--- src/rtl/vx_pkg.sv ---
package vx_pkg;

  typedef enum logic [2:0] {
    S_IDLE,
    S_INVAL,
    S_GATHER,
    S_WRITE,
    S_RDREQ,
    S_RDLAT,
    S_EMIT,
    S_DONE
  } vx_state_e;

  // Lanes lo .. lo+cnt-1 set.
  function automatic logic [3:0] lane_mask(input logic [1:0] lo, input logic [2:0] cnt);
    logic [3:0] m;
    m = '0;
    for (int k = 0; k < 4; k++) begin
      if (k >= int'(lo) && k < int'(lo) + int'(cnt)) m[k] = 1'b1;
    end
    return m;
  endfunction

  // Bytes moved by one piece: the room left in the word, capped by what remains.
  function automatic logic [2:0] piece_len(input logic [1:0] lo, input logic [2:0] rem_sat);
    logic [2:0] room;
    room = 3'd4 - {1'b0, lo};
    return (rem_sat < room) ? rem_sat : room;
  endfunction

  function automatic logic [31:0] put_byte(input logic [31:0] w, input logic [1:0] lane,
                                           input logic [7:0] b);
    logic [31:0] r;
    r = w;
    r[8*lane +: 8] = b;
    return r;
  endfunction

  function automatic logic [7:0] get_byte(input logic [31:0] w, input logic [1:0] lane);
    return w[8*lane +: 8];
  endfunction

endpackage

--- src/rtl/vx_range.sv ---
module vx_range #(
  parameter int IN_ADDR_W = 32,
  parameter int ADDR_W    = 23,
  parameter int LEN_W     = 24,
  parameter int PAGE_W    = 12,
  localparam int PG_W     = ADDR_W - PAGE_W
) (
  input  logic [IN_ADDR_W-1:0] addr_in,
  input  logic [LEN_W-1:0]     len_in,
  output logic [ADDR_W-1:0]    base,
  output logic [LEN_W-1:0]     eff_len,
  output logic [PG_W-1:0]      first_page,
  output logic [PG_W-1:0]      last_page,
  output logic                 empty
);
  localparam int SUM_W = LEN_W + 1;
  localparam logic [SUM_W-1:0] LIMIT = SUM_W'(1) << ADDR_W;

  logic [SUM_W-1:0] room;
  logic [SUM_W-1:0] last_byte;

  always_comb begin
    base       = addr_in[ADDR_W-1:0];
    room       = LIMIT - SUM_W'(base);
    eff_len    = (SUM_W'(len_in) > room) ? room[LEN_W-1:0] : len_in;
    last_byte  = SUM_W'(base) + SUM_W'(eff_len) - SUM_W'(1);
    first_page = base[ADDR_W-1:PAGE_W];
    last_page  = last_byte[ADDR_W-1:PAGE_W];
    empty      = (len_in == '0);
  end
endmodule

--- src/rtl/vx_chunk.sv ---
module vx_chunk #(
  parameter int LEN_W = 24
) (
  input  logic             first,
  input  logic [1:0]       off,
  input  logic [LEN_W-1:0] rem,
  output logic [1:0]       lo,
  output logic [2:0]       cnt,
  output logic [3:0]       be,
  output logic             last
);
  import vx_pkg::*;

  logic [2:0] rem_sat;

  always_comb begin
    rem_sat = (rem > LEN_W'(4)) ? 3'd4 : rem[2:0];
    lo      = first ? off : 2'd0;
    cnt     = piece_len(lo, rem_sat);
    be      = lane_mask(lo, cnt);
    last    = (rem == LEN_W'(cnt));
  end
endmodule

--- src/rtl/vram_xlate.sv ---
module vram_xlate #(
  parameter int IN_ADDR_W = 32,
  parameter int ADDR_W    = 23,
  parameter int LEN_W     = 24,
  parameter int PAGE_W    = 12,
  localparam int PG_W     = ADDR_W - PAGE_W,
  localparam int WADDR_W  = ADDR_W - 3
) (
  input  logic                 clk,
  input  logic                 rst_n,
  input  logic                 start,
  input  logic                 start_write,
  input  logic [IN_ADDR_W-1:0] start_addr,
  input  logic [LEN_W-1:0]     start_len,
  input  logic                 in_valid,
  input  logic [7:0]           in_data,
  output logic                 in_ready,
  output logic                 out_valid,
  output logic [7:0]           out_data,
  output logic                 inv_valid,
  output logic [PG_W-1:0]      inv_page,
  output logic [1:0]           mem_en,
  output logic                 mem_we,
  output logic [WADDR_W-1:0]   mem_addr,
  output logic [3:0]           mem_be,
  output logic [31:0]          mem_wdata,
  input  logic [31:0]          bank0_rdata,
  input  logic [31:0]          bank1_rdata,
  output logic                 busy,
  output logic                 done
);
  import vx_pkg::*;

  vx_state_e          state;
  logic               cur_bank;
  logic [WADDR_W-1:0] waddr;
  logic [1:0]         off;
  logic               first;
  logic [LEN_W-1:0]   rem;
  logic [PG_W-1:0]    page;
  logic [PG_W-1:0]    page_end;
  logic [1:0]         idx;
  logic [31:0]        word;

  logic [ADDR_W-1:0]  r_base;
  logic [LEN_W-1:0]   r_eff;
  logic [PG_W-1:0]    r_first_pg;
  logic [PG_W-1:0]    r_last_pg;
  logic               r_empty;

  logic [1:0]         c_lo;
  logic [2:0]         c_cnt;
  logic [3:0]         c_be;
  logic               c_last;

  // Named internal events, also seen by the checker.
  logic               acc_fire;
  logic               idx_end;
  logic               chunk_step;
  logic [1:0]         lane_now;

  vx_range #(
    .IN_ADDR_W(IN_ADDR_W), .ADDR_W(ADDR_W), .LEN_W(LEN_W), .PAGE_W(PAGE_W)
  ) u_range (
    .addr_in   (start_addr),
    .len_in    (start_len),
    .base      (r_base),
    .eff_len   (r_eff),
    .first_page(r_first_pg),
    .last_page (r_last_pg),
    .empty     (r_empty)
  );

  vx_chunk #(.LEN_W(LEN_W)) u_chunk (
    .first(first),
    .off  (off),
    .rem  (rem),
    .lo   (c_lo),
    .cnt  (c_cnt),
    .be   (c_be),
    .last (c_last)
  );

  assign acc_fire   = (state == S_WRITE) || (state == S_RDREQ);
  assign idx_end    = ({1'b0, idx} == (c_cnt - 3'd1));
  assign lane_now   = c_lo + idx;
  assign chunk_step = (state == S_WRITE) || ((state == S_EMIT) && idx_end);

  for (genvar b = 0; b < 2; b++) begin : g_bank
    assign mem_en[b] = acc_fire && (cur_bank == 1'(b));
  end

  assign mem_we    = (state == S_WRITE);
  assign mem_addr  = waddr;
  assign mem_be    = acc_fire ? c_be : 4'b0000;
  assign mem_wdata = word;
  assign in_ready  = (state == S_GATHER);
  assign out_valid = (state == S_EMIT);
  assign out_data  = get_byte(word, lane_now);
  assign inv_valid = (state == S_INVAL);
  assign inv_page  = page;
  assign busy      = (state != S_IDLE);
  assign done      = (state == S_DONE);

  always_ff @(posedge clk or negedge rst_n) begin
    if (!rst_n) begin
      state    <= S_IDLE;
      cur_bank <= 1'b0;
      waddr    <= '0;
      off      <= '0;
      first    <= 1'b0;
      rem      <= '0;
      page     <= '0;
      page_end <= '0;
      idx      <= '0;
      word     <= '0;
    end else begin
      case (state)
        S_IDLE: begin
          if (start) begin
            cur_bank <= r_base[2];
            waddr    <= r_base[ADDR_W-1:3];
            off      <= r_base[1:0];
            first    <= 1'b1;
            rem      <= r_eff;
            page     <= r_first_pg;
            page_end <= r_last_pg;
            idx      <= '0;
            word     <= '0;
            if (r_empty)          state <= S_DONE;
            else if (start_write) state <= S_INVAL;
            else                  state <= S_RDREQ;
          end
        end
        S_INVAL: begin
          if (page == page_end) state <= S_GATHER;
          else                  page  <= page + PG_W'(1);
        end
        S_GATHER: begin
          if (in_valid) begin
            word <= put_byte(word, lane_now, in_data);
            if (idx_end) begin
              idx   <= '0;
              state <= S_WRITE;
            end else begin
              idx <= idx + 2'd1;
            end
          end
        end
        S_RDREQ: state <= S_RDLAT;
        S_RDLAT: begin
          word  <= cur_bank ? bank1_rdata : bank0_rdata;
          idx   <= '0;
          state <= S_EMIT;
        end
        S_EMIT: begin
          if (!idx_end) idx <= idx + 2'd1;
        end
        S_DONE:  state <= S_IDLE;
        default: state <= S_IDLE;
      endcase

      // One piece finished: move to the next word of the linear stream.
      if (chunk_step) begin
        rem      <= rem - LEN_W'(c_cnt);
        first    <= 1'b0;
        cur_bank <= ~cur_bank;
        if (cur_bank) waddr <= waddr + WADDR_W'(1);
        idx      <= '0;
        word     <= '0;
        if (c_last)          state <= S_DONE;
        else if (mem_we || state == S_WRITE) state <= S_GATHER;
        else                 state <= S_RDREQ;
      end
    end
  end
endmodule

--- config.mk ---
export PLATFORM = sky130hd
export DESIGN_NAME = vram_xlate
export DESIGN_NICKNAME = d
export VERILOG_FILES = /design/src/rtl/vx_pkg.sv /design/src/rtl/vx_range.sv /design/src/rtl/vx_chunk.sv /design/src/rtl/vram_xlate.sv
export SDC_FILE = /design/constraint.sdc
export NUM_CORES = 1
export LEC_CHECK = 0
export BUFFER_PORTS_ARGS = -buffer_cell sky130_fd_sc_hd__buf_4
export CORE_MARGIN = 2
export CORE_UTILIZATION = 56
export CTS_CLUSTER_SIZE = 10
export DETAILED_ROUTE_END_ITERATION = 8
export GPL_ROUTABILITY_DRIVEN = 0
export GPL_TIMING_DRIVEN = 0
export HOLD_SLACK_MARGIN = 0.1
export PLACE_DENSITY = 0.82
export SLEW_MARGIN = 20
export SYNTH_ARGS = -nofsm -noshare
export SYNTH_HDL_FRONTEND = slang
export SYNTH_SLANG_ARGS = --single-unit
--- constraint.sdc ---
create_clock -name clk -period 7 [get_ports clk]
set_input_delay 0 -clock clk [delete_from_list [all_inputs] [get_ports clk]]
set_output_delay 0 -clock clk [all_outputs]
set_load 0.005 [all_outputs]
* Word level (Yosys, flattened, before mapping)
Index checks and enable logic that the tools add are counted.
** Operators by class
- $add $sub $neg :: 12
- Order comparisons :: 10
- Eq/ne operators :: 18
- Shift operators :: 3
- Mux-type cells :: 47
- Bitwise operators :: 1
- Reductions and logical operators :: 22
** Operators by type and width (count)
- 2-to-1 mux 32 bit :: 4
- 2-to-1 mux 24 bit :: 4
- one-hot mux 32 bit (3 select lines) :: 1
- 2-to-1 mux 20 bit :: 4
- less-than comparator 3 x 32 -> 1 bit (first input constant) :: 2
- negation 5 -> 34 bit :: 1
- variable shift 8 x 34 -> 32 bit (first input constant) :: 1
- indexed part select 8 x 34 -> 32 bit :: 1
- 2-to-1 mux 3 bit :: 11
- bitwise mux 32 bit :: 1
- less-than comparator 1 x 32 -> 1 bit (first input constant) :: 1
- less-than comparator 2 x 32 -> 1 bit (first input constant) :: 1
- indexed part select 32 x 6 -> 8 bit :: 1
- > comparator 24 x 25 -> 1 bit :: 1
- subtractor 24 x 23 -> 25 bit (first input constant) :: 1
- equality test 24 x 3 -> 1 bit :: 1
- > comparator 24 x 3 -> 1 bit (second input constant) :: 1
- zero test 24 bit :: 1
- subtractor 24 x 3 -> 24 bit :: 1
- adder 23 bit :: 1
- subtractor 23 x 1 -> 23 bit (second input constant) :: 1
- 2-to-1 mux 11 bit :: 2
- one-hot mux 11 bit (2 select lines) :: 1
- adder 20 x 1 -> 20 bit (second input constant) :: 1
- 36 further kinds :: 68
** Word-level totals
- Register bits after elaboration :: 107
- Bits of input ports :: 133
- Output and inout port bits :: 83
- Word-level logic and storage cells :: 123

* Depth between registers and ports, before layout
- Depth after elaboration :: 10
- Mapped depth :: 31

* Modules after synthesis
Synthesis repeated with hierarchy kept, for this count alone.
** Unflattened totals
- Cells, all modules :: 1291
- Area, all modules :: 10407.5 um^2
** By module, submodules not included
- vram_xlate :: times used 1, cells an instance 753, area each 6851.6 um^2, sequential area each 2677.6 um^2
- vx_range :: times used 1, cells an instance 487, area each 3193.1 um^2, sequential area each 0.0 um^2
- vx_chunk :: times used 1, cells an instance 51, area each 362.8 um^2, sequential area each 0.0 um^2

* Worst setup path before layout
Ideal clock, no wire load.
- Kind :: input port to flip-flop
- Start :: input port start_addr[1]
- End :: register page_end[10]
- Library setup time :: 0.082 ns
- Arrival time :: 6.431 ns
- Path slack :: 0.487 ns
- Cell stages on the path :: 29
- Path through :: inv_1 -> ha_1 -> nor3b_1 -> nand3_1 -> or4_1 -> xnor2_1 -> ha_1 -> and3_1 -> a221o_1 -> a211o_2 -> a211oi_1 -> o211a_1 -> clkbuf_1 -> clkbuf_1 -> o21ai_0 -> o31a_1 -> ha_1 -> inv_1 -> ha_1 -> a21o_1 -> a21o_1 -> a21o_1 -> a21oi_1 -> o211ai_1 -> a221oi_1 -> o22ai_1 -> o311a_1 -> a211o_1 -> a31oi_1
** Between the ends
- Longest elaborated chain between the ends :: 5
** Ends and longest elaborated chain
- start: declaration :: RTL line vram_xlate.sv:13 : input logic [IN_ADDR_W-1:0] start_addr,
- subtractor 24 x 23 -> 25 bit :: RTL line vx_range.sv:24 : room = LIMIT - SUM_W'(base);
- > comparator 24 x 25 -> 1 bit :: RTL line vx_range.sv:25 : eff_len = (SUM_W'(len_in) > room) ? room[LEN_W-1:0] : len_in;
- 2-to-1 mux 24 bit :: RTL line vx_range.sv:25
- adder 23 bit * :: RTL line vx_range.sv:26 : last_byte = SUM_W'(base) + SUM_W'(eff_len) - SUM_W'(1);
- subtractor 23 x 1 -> 23 bit * :: RTL line vx_range.sv:26
- end signal: assignment :: RTL line vram_xlate.sv:127 : page_end <= r_last_pg;
- end: declaration :: RTL line vram_xlate.sv:41 : logic [PG_W-1:0] page_end;
Every way passes the cells marked *; elsewhere a longest branch is shown, timed or not.
A chain may end at the register's enable or synchronous reset.

* Worst setup path after layout
- Start :: input port start_addr[15]
- End :: register page_end[10]
Same word-level chain as after synthesis.

==> impl_results.md <==
- Status: completed
- First-pass GRT wire length: 53560 um
- Crit path kind: input port to flip-flop
- Ys async rst share: 100.0%
- CTS sink count: 107
- Crit path max fanout: 10
- HPWL after detailed placement: 27090 um
- Final min period: between 6000 and 7000 ps
- Worst slew pin tran: 1168 ps
- Largest net degree at the start of global routing: roughly 110
- Cells after synthesis: ~1200
- Root buf cell: clkbuf_16
- Slew Limit Fails: 0
- Slowest-stage cell, CP: dlygate4sd3_1
- Peak supply drop: around 0.21 mV
- Die Area: 18700 um^2
- Non-Filler Instances: 1703
- Seq/Total Area, Yosys: 27.14%
- Clock buffer depth: 2
- Antenna Nets Post-Route: 0
- Leakage power figure: 5.621 nW
- Max Cap Viol: 0
- Final hold vios: 0
- Synth area leaders: dfrtp_1 (27%), ha_1 (10%), o21ai_0 (6.0%)
- Worst hold path class: input port to async pin
- Synth unique cells: 82
- Ratio of final minimum period to clock period: 97.76%
- Synthesized cell area: 9867 um^2
- Starting DRT DRC Count: between 1000 and 1500
- Power Density: between 300 and 400 nW/um^2
- Syn_area_per_cell: 8.009 um^2
- Vias: 11050
- Filler cells: 1336
- Initial Util: a little under three fifths
- Vias in the first global route: 10130
- Routed WL: roughly 36000 um
- Num CTS Buffers: 9
- Chip width: ~140 um
- Worst R2R Setup Slack: approximately 1200 ps
- N_diodes: 0
- Row count: 48
- Final setup TNS: 0 ps
- Crit-path leading delay family: compound AO/OA/AOI/OAI gates
- # nets final: 1689
- WP data required: 7280 ps
- I/O pin cnt: 216
- Overall routing resource usage: 37.09%
- TritonCTS clock tree: yes
- CP Buf/Inv Count: 6
- Routed len/inst: 20.91 um
- Startpoint Class: input port
- Setup violators final: 0
- Worst Path Arrival: just over 7000 ps
- Worst skew pair latency: ~360 ps
- Drt pass-1 iters: 7
- Port-buffer cells: 203
- CP Capture Type: flip-flop
- Core area: 17240 um^2
- Synth Net Count: 1448
- Grt total ovfl: 0
- Largest area contributor in the netlist: dfrtp_1
- Slew Limit Headroom: 21.09%
- Via density: 6.490
- H-tree lvl count: 3
- Number of enable flip-flop cells after synthesis: 0
- Die Y: 136.7 um
- Commonest non-fill, non-tap cells in the layout: buf_4 (206), nor2_1 (122), o21ai_0 (118), dfrtp_1 (107), inv_1 (98)
- Ys Warns: 0
- Inst Count DP: 1660
- Initial antenna violation count: 0
- Area delta synth->final: 25.27%
- Register bit total from synthesis: 107
- Area share of the largest cell type after synthesis: 27.14%
- Crit-path max cell delay: roughly 540 ps
- Reg clk slew, reported paths: 80 ps
- DRC Markers: 0
- Commonest non-fill, non-tap cell in the layout: buf_4
- Predominant post-synthesis flop cell: dfrtp_1
- Fin Hold WS: 85.95 ps
- Clock skew: about 10 ps
- Layout cells sized above 1: 18.67%
- Max Freq: 0.1461 GHz
-- layer usage --
layer	GRT usage (%)	share of wire, %	up-vias	wire length (um)
met5	0	0	-	0
met2	59.33	46	717	16310
met4	17.42	5.1	0	1827
met3	6.593	10	153	3732
li1	-	-	5020	-
met1	48.72	39	5162	13740
-- cell families after synthesis --
family / Yosys count / share of synthesized area (%)
AO/OA/AOI/OAI: 396 / 26.30
AND/OR/NAND/NOR: 392 / 19.59
buffers and inverters: 166 / 6.454
flip-flops: 107 / 27.14
adder cells (fa/ha/maj): 83 / 10.68
multiplexers: 45 / 5.605
XOR/XNOR: 43 / 4.235
-- worst register-to-register path, cell delays in order, from the launching register on --
cell and delay (ps):
dfrtp_1 450, or4_1 510, or4_1 560, nor3_1 240, inv_1 110, nor2_1 150
ha_1 270, a21oi_1 130, nor2b_1 60, nor2_1 120, mux2i_1 460, ha_1 330
xor2_1 150, nand2_1 100, o41ai_2 790, nand2_1 310, nand2_1 370, buf_2 310
o21ai_0 120, a21oi_1 190
-- synthesized netlist by cell type, types with 11 or more instances --
cell type	instances
nor2_1	122
o21ai_0	118
dfrtp_1	107
inv_1	98
a21oi_1	96
nand2_1	82
ha_1	81
clkbuf_1	56
o221ai_1	40
nor2b_1	38
mux2i_1	35
nor3_1	34
nand3_1	26
xnor2_1	25
nor4_1	20
o31a_1	18
xor2_1	15
and3_1	11
o31ai_1	11
-- registers in the layout, summed over array words and instances (netlist names) --
name	flops
mem_wdata	32
rem	24
mem_addr	20
inv_page	11
page_end	11
state	3
idx	2
off	2
cur_bank	1
first	1
-- per-stage QoR --
| stage | power (mW) | instance area, um^2 | setup WS, ps | util (%) |
|---|---|---|---|---|
| 4_1_cts | 4.781 | 12260 | 64.29 | 71.15 |
| 3_5_place_dp | 4.175 | 11690 | -964.6 | 67.82 |
| 6_report | 4.879 | 12360 | 156.6 | 71.71 |
| 2_1_floorplan | 3.063 | 9867 | 486.9 | - |
| 3_3_place_gp | 4.075 | 11670 | -850.6 | 67.72 |
| 5_1_grt | 5.238 | 12360 | -12.63 | 71.71 |
-- power breakdown --
part	internal, mW	switching (mW)	leakage (nW)
sequential	0.916	0.367	1.28
combinational	1.33	1.68	4.18
clock	0.320	0.262	0.161
-- worst paths after layout --
check                           depth (start not counted)                         to                 from
max in group asynchronous                               3       state[1]$_DFFE_PN0P_                rst_n
worst min register to register                          2         rem[0]$_DFFE_PN0P_   rem[0]$_DFFE_PN0P_
worst min-delay path                                    2  mem_wdata[25]$_DFFE_PN0P_                rst_n
worst max-delay path                                   28   page_end[10]$_DFFE_PN0P_       start_addr[15]
worst max register to register                         19      mem_addr[2]$_DFF_PN0_  rem[16]$_DFFE_PN0P_
min in group clk                                        5  mem_wdata[16]$_DFFE_PN0P_      bank0_rdata[16]
-- cell type report --
class | count | area [um^2] | share of cell area, %
Buffer | 67 | 269.0 | 2.176
Clock buffer | 9 | 225.2 | 1.822
Clock inverter | 7 | 103.9 | 0.8402
Inverter | 99 | 371.6 | 3.006
Multi-Input combinational cell | 959 | 6626 | 53.61
Sequential cell | 107 | 2678 | 21.66
Tap cell | 225 | 281.5 | 2.278
Timing Repair Buffer | 230 | 1805 | 14.61
-- repair_timing --
| action | in CTS | in global routing |
|---|---|---|
| hold endpoints to repair | 134 | 0 |
| setup buffers | 0 | 4 |
| hold buffers | 22 | 0 |
| pin swaps | 0 | 2 |
| gates resized for setup | 6 | 9 |
| setup endpoints to repair | 10 | 9 |
Note: power is estimated with default switching activity, not from simulation.
